[src/rtl/i2c_reg_pkg.sv]
package i2c_reg_pkg;
  typedef enum logic [2:0] {
    ST_IDLE, ST_RX, ST_ACK, ST_TX, ST_TXACK, ST_TXGO, ST_WAIT
  } st_e;

  typedef enum logic [1:0] {K_ID, K_REG, K_WDATA, K_DONE} kind_e;
endpackage

[src/rtl/i2c_line_sync.sv]
module i2c_line_sync #(
  parameter int STAGES = 2
) (
  input  logic clk_i,
  input  logic rst_ni,
  input  logic scl_i,
  input  logic sda_i,
  output logic scl_o,
  output logic sda_o,
  output logic scl_rise_o,
  output logic scl_fall_o,
  output logic start_o,
  output logic stop_o
);
  localparam int NLINES = 2;

  logic [NLINES-1:0] raw, lvl, prev;
  assign raw = {scl_i, sda_i};

  for (genvar g = 0; g < NLINES; g++) begin : g_line
    logic [STAGES-1:0] ff;
    always_ff @(posedge clk_i or negedge rst_ni) begin
      if (!rst_ni) ff <= '1;
      else         ff <= {ff[STAGES-2:0], raw[g]};
    end
    assign lvl[g] = ff[STAGES-1];
  end

  always_ff @(posedge clk_i or negedge rst_ni) begin
    if (!rst_ni) prev <= '1;
    else         prev <= lvl;
  end

  assign scl_o      = lvl[1];
  assign sda_o      = lvl[0];
  assign scl_rise_o = lvl[1] & ~prev[1];
  assign scl_fall_o = ~lvl[1] & prev[1];
  // data edges while clock held high
  assign start_o    = lvl[1] & prev[1] & prev[0] & ~lvl[0];
  assign stop_o     = lvl[1] & prev[1] & ~prev[0] & lvl[0];
endmodule

[src/rtl/i2c_reg_ptr.sv]
module i2c_reg_ptr #(
  parameter int AW        = 8,
  parameter int WRAP_LAST = 15
) (
  input  logic          clk_i,
  input  logic          rst_ni,
  input  logic          load_i,
  input  logic [AW-1:0] load_val_i,
  input  logic          inc_i,
  output logic [AW-1:0] ptr_o
);
  localparam logic [AW-1:0] LAST = AW'(WRAP_LAST);

  always_ff @(posedge clk_i or negedge rst_ni) begin
    if (!rst_ni)     ptr_o <= '0;
    else if (load_i) ptr_o <= load_val_i;
    else if (inc_i)  ptr_o <= (ptr_o == LAST) ? '0 : ptr_o + 1'b1;
  end

  p_wrap_r6: assert property (@(posedge clk_i) disable iff (!rst_ni)
    (inc_i && !load_i && ptr_o == LAST) |=> ptr_o == '0);
endmodule

[src/rtl/i2c_reg_target.sv]
module i2c_reg_target
  import i2c_reg_pkg::*;
#(
  parameter int          AW          = 8,
  parameter int          SYNC_STAGES = 2,
  parameter logic [3:0]  ID_PREFIX   = 4'b1010,
  parameter int          WRAP_LAST   = 15
) (
  input  logic          clk_i,
  input  logic          rst_ni,
  input  logic          scl_i,
  input  logic          sda_i,
  output logic          sda_oe_o,
  input  logic [2:0]    strap_i,
  input  logic          boot_busy_i,
  output logic [AW-1:0] reg_addr_o,
  output logic          reg_we_o,
  output logic [7:0]    reg_wdata_o,
  input  logic [7:0]    reg_rdata_i
);
  localparam int BITS = 8;
  localparam int CW   = $clog2(BITS + 1);

  logic scl, sda, scl_rise, scl_fall, start, stop;

  i2c_line_sync #(.STAGES(SYNC_STAGES)) u_sync (
    .clk_i, .rst_ni, .scl_i, .sda_i,
    .scl_o(scl), .sda_o(sda), .scl_rise_o(scl_rise), .scl_fall_o(scl_fall),
    .start_o(start), .stop_o(stop)
  );

  st_e          st;
  kind_e        kind, nkind;
  logic         go_tx;
  logic [7:0]   sh;
  logic [CW-1:0] bcnt;
  logic         oe, we, ld, inc;
  logic [7:0]   wdata;

  i2c_reg_ptr #(.AW(AW), .WRAP_LAST(WRAP_LAST)) u_ptr (
    .clk_i, .rst_ni, .load_i(ld), .load_val_i(AW'(sh)), .inc_i(inc),
    .ptr_o(reg_addr_o)
  );

  always_ff @(posedge clk_i or negedge rst_ni) begin
    if (!rst_ni) begin
      st <= ST_IDLE; kind <= K_ID; nkind <= K_ID; go_tx <= 1'b0;
      sh <= '0; bcnt <= '0; oe <= 1'b0; we <= 1'b0; wdata <= '0;
      ld <= 1'b0; inc <= 1'b0;
    end else begin
      we <= 1'b0; ld <= 1'b0; inc <= 1'b0;
      if (stop) begin
        st <= ST_IDLE; oe <= 1'b0;
      end else if (start && !boot_busy_i) begin
        st <= ST_RX; kind <= K_ID; bcnt <= '0; oe <= 1'b0;
      end else begin
        unique case (st)
          ST_RX: begin
            if (scl_rise) begin
              sh   <= {sh[6:0], sda};
              bcnt <= bcnt + 1'b1;
            end else if (scl_fall && bcnt == CW'(BITS)) begin
              unique case (kind)
                K_ID: begin
                  if (sh[7:1] == {ID_PREFIX, strap_i}) begin
                    oe <= 1'b1; st <= ST_ACK; go_tx <= sh[0]; nkind <= K_REG;
                  end else begin
                    st <= ST_WAIT;
                  end
                end
                K_REG: begin
                  ld <= 1'b1; oe <= 1'b1; st <= ST_ACK; go_tx <= 1'b0; nkind <= K_WDATA;
                end
                K_WDATA: begin
                  we <= 1'b1; wdata <= sh; oe <= 1'b1; st <= ST_ACK;
                  go_tx <= 1'b0; nkind <= K_DONE;
                end
                default: st <= ST_WAIT;   // surplus write byte: no ack
              endcase
            end
          end
          ST_ACK: begin
            if (scl_fall) begin
              bcnt <= '0;
              if (go_tx) begin
                sh <= reg_rdata_i; oe <= ~reg_rdata_i[7]; st <= ST_TX;
              end else begin
                oe <= 1'b0; kind <= nkind; st <= ST_RX;
              end
            end
          end
          ST_TX: begin
            if (scl_rise) begin
              bcnt <= bcnt + 1'b1;
            end else if (scl_fall) begin
              if (bcnt == CW'(BITS)) begin
                oe <= 1'b0; st <= ST_TXACK;
              end else begin
                sh <= {sh[6:0], 1'b0}; oe <= ~sh[6];
              end
            end
          end
          ST_TXACK: begin
            if (scl_rise) begin
              if (sda) st <= ST_WAIT;
              else begin inc <= 1'b1; st <= ST_TXGO; end
            end
          end
          ST_TXGO: begin
            if (scl_fall) begin
              bcnt <= '0; sh <= reg_rdata_i; oe <= ~reg_rdata_i[7]; st <= ST_TX;
            end
          end
          default: ;
        endcase
      end
    end
  end

  assign sda_oe_o    = oe;
  assign reg_we_o    = we;
  assign reg_wdata_o = wdata;

  p_idle_release_r1: assert property (@(posedge clk_i) disable iff (!rst_ni)
    (st == ST_IDLE) |-> !sda_oe_o);
  p_we_single_r4: assert property (@(posedge clk_i) disable iff (!rst_ni)
    reg_we_o |=> !reg_we_o);
  p_nack_release_r7: assert property (@(posedge clk_i) disable iff (!rst_ni)
    (st == ST_TXACK && scl_rise && sda && !stop && !start) |=> (st == ST_WAIT && !sda_oe_o));
  p_stop_abort_r8: assert property (@(posedge clk_i) disable iff (!rst_ni)
    stop |=> (st == ST_IDLE && !sda_oe_o && !reg_we_o));
  p_boot_ignore_r9: assert property (@(posedge clk_i) disable iff (!rst_ni)
    (st == ST_IDLE && start && boot_busy_i) |=> st == ST_IDLE);
  p_oe_after_fall_r10: assert property (@(posedge clk_i) disable iff (!rst_ni)
    $rose(sda_oe_o) |-> $past(scl_fall));
endmodule

[config.mk]
export PLATFORM = sky130hd
export DESIGN_NAME = i2c_reg_target
export DESIGN_NICKNAME = d
export VERILOG_FILES = /design/src/rtl/i2c_reg_pkg.sv /design/src/rtl/i2c_line_sync.sv /design/src/rtl/i2c_reg_ptr.sv /design/src/rtl/i2c_reg_target.sv
export SDC_FILE = /design/constraint.sdc
export NUM_CORES = 1
export LEC_CHECK = 0
export ABC_AREA = 1
export BUFFER_PORTS_ARGS = -buffer_cell sky130_fd_sc_hd__buf_2
export CAP_MARGIN = 20
export CELL_PAD_IN_SITES_DETAIL_PLACEMENT = 1
export CELL_PAD_IN_SITES_GLOBAL_PLACEMENT = 1
export CORE_UTILIZATION = 47
export CTS_BUF_LIST = sky130_fd_sc_hd__clkbuf_4 sky130_fd_sc_hd__clkbuf_8
export DETAILED_ROUTE_END_ITERATION = 10
export PLACE_DENSITY_LB_ADDON = 0.25
export SLEW_MARGIN = 20
export SYNTH_ARGS = -nofsm -noshare
export SYNTH_HDL_FRONTEND = slang
export SYNTH_SLANG_ARGS = --single-unit
[constraint.sdc]
create_clock -name clk_i -period 3.4 [get_ports clk_i]
set_clock_uncertainty 0.05 [all_clocks]
set_input_delay 0.34 -clock clk_i [delete_from_list [all_inputs] [get_ports clk_i]]
set_output_delay 0.34 -clock clk_i [all_outputs]
set_load 0.03 [all_outputs]
# Yosys cells after proc, flatten, opt, wreduce, memory -nomap -nowiden
# Index checks and enable logic that the tools add are counted.
[word_totals] ff_bits=46 in_bits=16
[classes] n_addsub=2 eq_ne=31 n_mux=68 n_bitwise=16 n_reduce_logical=24
[op_table] op="2-to-1 mux 8 bit" n=10
[op_table] op="2-to-1 mux 3 bit" n=11
[op_table] op="!= test 4 bit (second input constant)" n=8
[op_table] op="one-hot mux 8 bit (4 select lines)" n=1
[op_table] op="2-to-1 mux 1 bit" n=29
[op_table] op="AND reduction 9 bit" n=2
[op_table] op="!= test 2 bit (second input constant)" n=8
[op_table] op="one-hot mux 3 bit (5 select lines)" n=1
[op_table] op="2-to-1 mux 2 bit" n=7
[op_table] op="AND reduction 7 bit" n=2
[op_table] op="2-to-1 mux 4 bit" n=3
[op_table] op="!= test 5 bit (second input constant)" n=2
[op_table] op="AND reduction 10 bit" n=1
[op_table] op="NOT 1 bit" n=9
[op_table] op="adder 8 x 1 -> 8 bit (second input constant)" n=1
[op_table] op="== test 8 x 4 -> 1 bit (second input constant)" n=1
[op_table] op="one-hot mux 4 bit (2 select lines)" n=1
[op_table] op="AND reduction 4 bit" n=2
[op_table] op="nonzero test 2 bit" n=4
[op_table] op="AND 1 bit" n=7
[op_table] op="== test 7 bit" n=1
[op_table] op="nonzero test 7 bit" n=1
[op_table] op="== test 3 x 2 -> 1 bit (second input constant)" n=2
[op_table] op="== test 3 bit (second input constant)" n=2
[op_table] op="other kinds (19)" n=25

# Depth between registers and ports, before layout
# Gate-level depths: netlist (run 1).
[depth] ltp_word=8 mapped_depth=11 mapped_depth_nobuf=11

# Modules after synthesis
# Synthesis (run 1) repeated with hierarchy kept, for this count alone.
[hier_totals] cells_unflattened=350 area_unflattened_um2=2658.8
[by_module_without_submodules] module="i2c_reg_target" instances=1 cells_each=260 area_each_um2=1929.4 seq_area_each_um2=800.8
[by_module_without_submodules] module="i2c_reg_ptr" instances=1 cells_each=73 area_each_um2=530.5 seq_area_each_um2=200.2
[by_module_without_submodules] module="i2c_line_sync" instances=1 cells_each=17 area_each_um2=198.9 seq_area_each_um2=157.7

# Worst setup path before layout (run 1)
# Ideal clock, no wire load.
[synth_path] kind="register to register" from="register u_ptr.ptr_o[0]" to="register u_ptr.ptr_o[4]" setup_ns=0.126 arrival_time_ns=1.409 t_required_ns=3.224 setup_slack_ns=1.814 path_stages_with_launch=11 path_buffers=0 period_less_slack_ns=1.586 path_cell_list="dfrtp_1 ha_1 nand2_1 nor2_1 inv_1 nor2_1 nor2_1 o21ai_0 nand2_1 nand2_1 o21ai_0"
[synth_via] elab_chain_cells=4 word_cells_on_any_way=5
[synth_rtl] item="start, declared" line="i2c_reg_ptr.sv:10" rtl="output logic [AW-1:0] ptr_o"
[synth_rtl] item="start signal, assigned" line="i2c_reg_ptr.sv:16" rtl="else if (load_i) ptr_o <= load_val_i;"
[synth_rtl] item="start signal, assigned" line="i2c_reg_ptr.sv:17" rtl="else if (inc_i) ptr_o <= (ptr_o == LAST) ? '0 : ptr_o + 1'b1;"
[synth_rtl] item="adder 8 x 1 -> 8 bit / == test 8 x 4 -> 1 bit (equally long branches)" line="i2c_reg_ptr.sv:17"
[synth_rtl] item="2-to-1 mux 8 bit * (2 in a row)" line="i2c_reg_ptr.sv:17"
[synth_rtl] item="2-to-1 mux 8 bit *" line="i2c_reg_ptr.sv:16"
# Mark *: on every way between the ends. The rest lies on a longest branch, timed or not. The select of a mux whose other input is x is not followed.
# A chain may end at the register's enable or synchronous reset.

# Worst setup path in the final report (run 1)
[layout_path] from="register bcnt[0]" to="register wdata[1] (netlist: reg_wdata_o[1])"
[layout_via] elab_chain_cells=3
[layout_rtl] item="start, declared" line="i2c_reg_target.sv:36" rtl="logic [CW-1:0] bcnt;"
[layout_rtl] item="start signal, assigned" line="i2c_reg_target.sv:61" rtl="bcnt <= bcnt + 1'b1;"
[layout_rtl] item="start signal, assigned" line="i2c_reg_target.sv:94" rtl="bcnt <= bcnt + 1'b1;"
[layout_rtl] item="== test 4 bit" line="i2c_reg_target.sv:62" rtl="end else if (scl_fall && bcnt == CW'(BITS)) begin"
[layout_rtl] item="logical AND 1 bit" line="i2c_reg_target.sv:62"
[layout_rtl] item="AND reduction 6 bit (no line)"
[layout_rtl] item="end signal, assigned" line="i2c_reg_target.sv:48" rtl="sh <= '0; bcnt <= '0; oe <= 1'b0; we <= 1'b0; wdata <= '0;"
[layout_rtl] item="end signal, assigned" line="i2c_reg_target.sv:75" rtl="we <= 1'b1; wdata <= sh; oe <= 1'b1; st <= ST_ACK;"
[layout_rtl] item="end, declared" line="i2c_reg_target.sv:38" rtl="logic [7:0] wdata;"
# Every way passes these cells.

==> results of run 1 <==
==> worst max-delay path, cell delays in order, from the launching register on <==
cell	delay [ps]
dfrtp_1	400
inv_1	120
ha_1	160
nand3_1	160
nor2_1	350
nand3_2	340
nand2_1	150
o21ai_1	80
==> per-stage QoR <==
stage                     cell area (µm²)   util  hold WS [ps]
after detailed placement             2770  0.536           297
after floorplan                      2540      -         -5.59
after global routing                 2860  0.554          29.0
after global placement               2770  0.536           296
final                                2860  0.554         -28.0
after CTS                            2860  0.553          69.0
==> per-layer routing <==
metal  vias to the layer above  wire (µm)  GRT usage
met5                         -          0          0
met4                         0        100     0.0741
met3                        11        140     0.0437
met2                        32       3130      0.434
met1                      1057       2980      0.318
li1                       1124          -          -
==> report_power, final <==
part	total, mW	internal, mW	switching (mW)
sequential	0.770	0.654	0.116
clock	0.353	0.162	0.191
combinational	0.870	0.281	0.588
total	1.99	1.10	0.895
==> final cells by class <==
cell class	count	area [µm²]
Clock buffer	7	83.8
Clock inverter	1	7.51
Fill cell	685	2310
Inverter	42	160
Multi-Input combinational cell	234	1200
Sequential cell	46	1160
Tap cell	70	87.6
Timing Repair Buffer	33	168
==> cells in the mapped netlist, types with 2 or more instances <==
cell / instances / share of area
nand2_1: 93 / 0.14
nand4_1: 5 / 0.012
ha_1: 9 / 0.044
dfrtp_1: 40 / 0.39
buf_6: 2 / 0.0089
nand3_1: 28 / 0.055
a211oi_4: 2 / 0.016
inv_1: 35 / 0.052
nor2_4: 2 / 0.0089
nand2_2: 6 / 0.015
dfstp_2: 6 / 0.062
a21oi_1: 4 / 0.0079
o221ai_1: 2 / 0.0069
inv_2: 6 / 0.0089
nor2_1: 31 / 0.046
nor3_1: 2 / 0.0039
o211ai_1: 3 / 0.0089
nand3_2: 2 / 0.0079
a22oi_1: 4 / 0.012
o21ai_1: 19 / 0.037
o21ai_0: 16 / 0.031
==> sequential cells by signal, summed over array words and instances, names as in the netlist, 2 cells and up <==
signal	cells
reg_wdata_o	8
sh	8
u_ptr.ptr_o	8
bcnt	4
u_sync.g_line.ff	4
st	3
kind	2
nkind	2
u_sync.prev	2
==> cells by family (layout without fill, tap and decap cells) <==
family	after synthesis	after routing
flip-flops	46	46
AO/OA/AOI/OAI	51	51
AND/OR/NAND/NOR	172	172
adder cells (fa/ha/maj)	9	9
XOR/XNOR	2	2
buffers and inverters	45	83
==> how the worst max path moves through the flow <==
stage / cells past startpoint / to / from / slack, ps
5_1_grt: 7 / reg_wdata_o[0] / bcnt[0] / 1390
3_5_place_dp: 7 / reg_wdata_o[5] / bcnt[0] / 1530
2_1_floorplan: 10 / u_ptr.ptr_o[4] / u_ptr.ptr_o[0] / 1810
4_1_cts: 7 / reg_wdata_o[1] / bcnt[0] / 1490
3_3_place_gp: 7 / reg_wdata_o[5] / bcnt[0] / 1540
6_report: 7 / reg_wdata_o[1] / bcnt[0] / 1450
==> placed cells by master, fill, tap and decap left out <==
cell type / instances
nand3_1: 28
a21oi_1: 4
buf_4: 1
o211ai_1: 3
inv_2: 6
clkinvlp_4: 1
nor2_2: 1
nor3_2: 1
o21ai_2: 1
nor3_1: 2
a22oi_1: 4
clkbuf_4: 2
dfrtp_1: 40
a211oi_4: 2
nand2_2: 6
o21ai_0: 16
o221ai_1: 2
nand2_1: 93
dfstp_2: 6
nand4_1: 5
inv_1: 35
xnor2_1: 1
nor2_4: 2
buf_2: 32
clkbuf_8: 5
nand2_4: 1
nor2_1: 31
inv_4: 1
ha_1: 9
xor2_1: 1
nand3_2: 2
o21ai_1: 19
==> run metrics, run 1 <==
core footprint ~5200 µm²; Worst VDD drop ~0.38 mV; Setup violations, final 0; crit path capture type register; post-placement cell count 425; post-CTS resize count 0; Synth Instances roughly 330; Iter 0 DRT Violations between 150 and 200; PnR Total Power 1.99 mW; async set-reset flop share out of synthesis 1.00; pins over their slew limit 0; Max-Cap Viols 0; Hold Path Class in -> async; final worst slack approximately 1500 ps; critical path arrival 2080 ps; simple-gate share of the synthesized area 0.297; Reg-to-Reg Start bcnt[0]; # Post-CTS Setup Buffers 0; FF-to-FF path depth 7; unrepaired setup endpoints after global routing no; final period utilization 0.572; Congestion Overflow GR 0; CTS tree yes; die width between 70 and 80 µm; Detail Route Antenna Nets 0; EDFF count, synth 0; Final GP Congestion a little over 0.9; DR vias ~2.2k; critical path class reg -> reg; Layout Area Growth over Synthesis 12.6%; WHS -28.0 ps; Pwr per Cell Area a little under 700 nW/µm²; Root Buffer clkbuf_8; vias in the first global route approximately 2.2k; Cell Count, Final, Fillers Out 433; clk buf depth 2; GR Util All Layers 0.249; Synth cell types 29; Critical Path RT between 3000 and 4000 ps; WL/cell around 15 µm; CP Launch Type register; clock latency on the worst-skew pair between 300 and 400 ps; routed wire length 6.35 mm; Reg2Reg Setup Slack 1450 ps; largest net degree at the start of global routing 47; H-tree depth 2; Tmin final 1950 ps; first-pass GRT wire length 10.5 mm; post-synth net total 350; row cnt 26; fin nets just under 400; Avg Inst Size Synth roughly 8 µm²; Max Fanout on Critical Path 15; Fin. Hold Viols 16; final setup TNS 0 ps; yosys warns 0; First-pass DRT Iterations 4; Vias/cell 5.14; fraction of layout cells with a size suffix above 1 0.193; failing checks negative hold slack; largest family of logic cells by synthesized area simple AND/OR/NAND/NOR gates; Post-Synthesis Cell Area 2540 µm²; antenna violations before repair 0; TritonCTS Buffers 5; Ports 34; CTS Hold Bufs 0; Synth Area in Compound Gates 0.123; port bufs 33; sequential share of the synthesized area 0.455; post-synthesis mux area share 0; DP Wirelength between 4 and 5 mm; n_diodes 0; placement-stage worst setup slack between 1500 and 2000 ps; Rel. slew slack 0.602; Synth Area in Adders 0.0443; DRC 0; Synth Flop Type dfrtp_1; #FFs+latches synth between 40 and 50; leakage power ~1.5 nW; CTS Sinks 46; Synth Area in XOR/XNOR 0.00689; Critical R2R Capture reg_wdata_o[1]; Starting Density 0.492; die area 5710 µm²; status complete, but fails checks; Reg clk slew, reported paths ~100 ps; Die Y about 76 µm; worst-margin pin slew around 600 ps; Max Fclk 0.514 GHz
Note: power is estimated with default switching activity, not from simulation.
==> run 2: changes to the inputs <==
--- a/config.mk
+++ b/config.mk
@@ -5,12 +5,12 @@
 export SDC_FILE = /design/constraint.sdc
 export NUM_CORES = 1
 export LEC_CHECK = 0
-export ABC_AREA = 1
+export ABC_AREA = 0
 export BUFFER_PORTS_ARGS = -buffer_cell sky130_fd_sc_hd__buf_2
 export CAP_MARGIN = 20
 export CELL_PAD_IN_SITES_DETAIL_PLACEMENT = 1
 export CELL_PAD_IN_SITES_GLOBAL_PLACEMENT = 1
-export CORE_UTILIZATION = 47
+export CORE_UTILIZATION = 48
 export CTS_BUF_LIST = sky130_fd_sc_hd__clkbuf_4 sky130_fd_sc_hd__clkbuf_8
 export DETAILED_ROUTE_END_ITERATION = 10
 export PLACE_DENSITY_LB_ADDON = 0.25
==> constraint.sdc (replaced) <==
create_clock -name clk_i -period 2 [get_ports clk_i]
set_clock_uncertainty 0.05 [all_clocks]
set_input_delay 0.2 -clock clk_i [delete_from_list [all_inputs] [get_ports clk_i]]
set_output_delay 0.2 -clock clk_i [all_outputs]
set_load 0.03 [all_outputs]
==> run 2 against run 1 <==
Compared with the run above:
- the run now ends clean
- count of clock-buffer cells in the layout is 1 lower
- routed wire length is 0.44% lower
- sequential cell count unchanged
- via count down 10%
- non-clock buffer count is 24 higher
- combinational power rose by 120%
- fmax is 1.5% higher
- sequential share of layout area shrank 3.3 points
- largest cell class unchanged
==> run metrics, run 2 <==
status complete, no violations (was complete, but fails checks); Layout Area Growth over Synthesis 18.6% (was 12.6%); Synth cell types 58 (was 29); Detail Route Antenna Nets 0 (unchanged); most common cell after layout, fill and taps aside dfrtp_1 (was nand2_1); clock group share of total power 0.152 (was 0.177); Max Fclk 0.522 GHz (was 0.514 GHz); GR Util All Layers 0.242 (was 0.249); Max-Cap Viols 0 (unchanged); Synth Instances 235 (was 325); post-placement cell count 349 (was 425); hold path cells 3; Vias/cell 5.55 (was 5.14); Post-Place Cell Area 2980 µm² (was 2770 µm²); core footprint 5200 µm² (was 5170 µm²); critical path class reg -> reg (unchanged); First-pass DRT Iterations 4 (unchanged); DP Wirelength 4.86 mm (was 4.83 mm); largest cells by area after synthesis dfrtp_1 (38%), mux2_4 (8.6%), dfstp_2 (6.0%) (was dfrtp_1 (39%), nand2_1 (14%), dfstp_2 (6.2%)); die area 5780 µm² (was 5710 µm²); vias in the first global route 2250 (was 2204); #FFs+latches synth 46 (unchanged); Reg2Reg Setup Slack 80 ps (was 1450 ps); row cnt 26 (unchanged); Max Fanout on Critical Path 9 (was 15); Tmin final 1920 ps (was 1950 ps); sequential share of the synthesized area 0.440 (was 0.455); top post-synthesis cells by count dfrtp_1 (40), nand2_1 (24), o21ai_0 (18), mux2_4 (15), mux2_2 (11) (was nand2_1 (93), dfrtp_1 (40), inv_1 (35), nor2_1 (31), nand3_1 (28)); crit path capture type register (unchanged); Final GP Congestion 0.843 (was 0.914); Starting Density 0.506 (was 0.492); Ports 34 (unchanged); Util after Layout 0.600 (was 0.554); async set-reset flop share out of synthesis 1.00 (unchanged); FF-to-FF path depth 4 (was 7); CTS Sinks 46 (unchanged); Sw Share 0.380 (was 0.449); antenna violations before repair 0 (unchanged); Iter 0 DRT Violations 94 (was 157); pins over their slew limit 0 (unchanged); final period utilization 0.958 (was 0.572); Synth top area share 0.380 (was 0.394); Fin. Hold Viols 0 (was 16); port bufs 33 (unchanged); top-count cell post-synth dfrtp_1 (was nand2_1); clock latency on the worst-skew pair 300 ps (was 310 ps); Setup violations, final 0 (unchanged); PnR Total Power 3.83 mW (was 1.99 mW); fin nets 314 (was 387); Post-Synthesis Cell Area 2630 µm² (was 2540 µm²); DR vias 1999 (was 2224); largest net degree at the start of global routing 20 (was 47); CTS tree yes (unchanged); Combinational Power Share 0.500 (was 0.437); Int Pwr 2.38 mW (was 1.10 mW); post-synth net total 260 (was 350); unrepaired setup endpoints after global routing no (unchanged); Rel. slew slack 0.700 (was 0.602); final setup TNS 0 ps (unchanged); Pwr per Cell Area 1230 nW/µm² (was 696 nW/µm²); clk buf depth 2 (unchanged); Worst VDD drop 0.845 mV (was 0.379 mV); n_diodes 0 (unchanged); DRC 0 (unchanged); H-tree depth 2 (unchanged); routed wire length 6.32 mm (was 6.35 mm); fraction of layout cells with a size suffix above 1 0.400 (was 0.193); Hold Path Class in -> reg (was in -> async); Filler cells 591 (was 685); yosys warns 0 (unchanged); die width 76.0 µm (was 75.6 µm); Root Buffer clkbuf_8 (unchanged); Reg power frac 0.348 (was 0.387); Reg clk slew, reported paths 90 ps (was 100 ps); WL/cell 17.6 µm (was 14.7 µm); first-pass GRT wire length 11.1 mm (was 10.5 mm); Synth Flop Type dfrtp_1 (unchanged); Avg Inst Size Synth 11.2 µm² (was 7.83 µm²); Cell Count, Final, Fillers Out 360 (was 433); Critical Path RT 2130 ps (was 3530 ps); P_sw 1.46 mW (was 0.895 mW); Design Area, Final 3120 µm² (was 2860 µm²); critical path arrival 2050 ps (was 2080 ps); Congestion Overflow GR 0 (unchanged); Die Y 76.0 µm (was 75.6 µm); worst-margin pin slew 443 ps (was 597 ps); area leader, netlist dfrtp_1 (unchanged); TritonCTS Buffers 5 (unchanged); CP Launch Type register (unchanged); EDFF count, synth 0 (unchanged); most frequent cells in the layout dfrtp_1 (40), buf_2 (33), nand2_1 (24) (was nand2_1 (93), dfrtp_1 (40), inv_1 (35)); leakage power 1.50 nW (was 1.45 nW)
-- run 2: timing repair --
action,CTS,global route
hold buffers,3,0
resized for setup,0,5
hold endpoints to repair,19,0
endpoints found under the setup margin,0,5
setup buffers,0,0
-- run 2: area by class of cell --
class                           instances  area, µm²  share of cell area
Timing Repair Buffer                   57        365               0.117
Inverter                               10       37.5              0.0120
Tap cell                               70       87.6              0.0281
Multi-Input combinational cell        169       1380               0.443
Clock inverter                          2       13.8             0.00441
Sequential cell                        46       1160               0.371
Clock buffer                            6       76.3              0.0244
-- run 2: worst max-delay path, cell delays in order (launching register included) --
cell     delay, ps
dfrtp_1        460
buf_4          210
nor3b_4        310
nand4_2        360
mux2_2         400
-- run 2: routing by layer --
metal	part of all wire	track usage
met1	0.43	0.284
met2	0.52	0.438
met3	0.023	0.0323
met4	0.031	0.113
met5	0	0
-- run 2: power groups by stage --
stage	Combinational, mW	Sequential (mW)	Clock [mW]
2_1_floorplan	1.33	1.35	0
3_3_place_gp	1.81	1.33	0
3_5_place_dp	1.89	1.35	0
4_1_cts	1.91	1.33	0.583
5_1_grt	2.07	1.36	0.623
6_report	1.92	1.33	0.583
-- run 2: worst paths after layout --
check	start	to
min in group asynchronous	rst_ni	reg_wdata_o[1]
max in group asynchronous	rst_ni	u_sync.prev[1]
worst max register to register	st[2]	reg_wdata_o[5]
worst min register to register	u_sync.g_line[1].ff[0]	u_sync.g_line[1].ff[1]
worst max-delay path	st[2]	reg_wdata_o[5]
worst min-delay path	reg_rdata_i[6]	sh[6]
-- run 2: cells by family after synthesis --
group | count (synthesis) | share of synthesized area
xor+xnor | 7 | 0.0233
simple gates | 79 | 0.181
buf+inv | 20 | 0.0437
compound gates | 42 | 0.113
fa+ha+maj | 9 | 0.0428
mux | 32 | 0.156
flops | 46 | 0.440
-- run 2: through the flow --
step           hold slack [ps]  worst slack, ps
3_3_place_gp               107              145
3_5_place_dp               111             67.8
5_1_grt                    197             3.13
2_1_floorplan             -146              122
6_report                   200             83.1
4_1_cts                    198             19.4
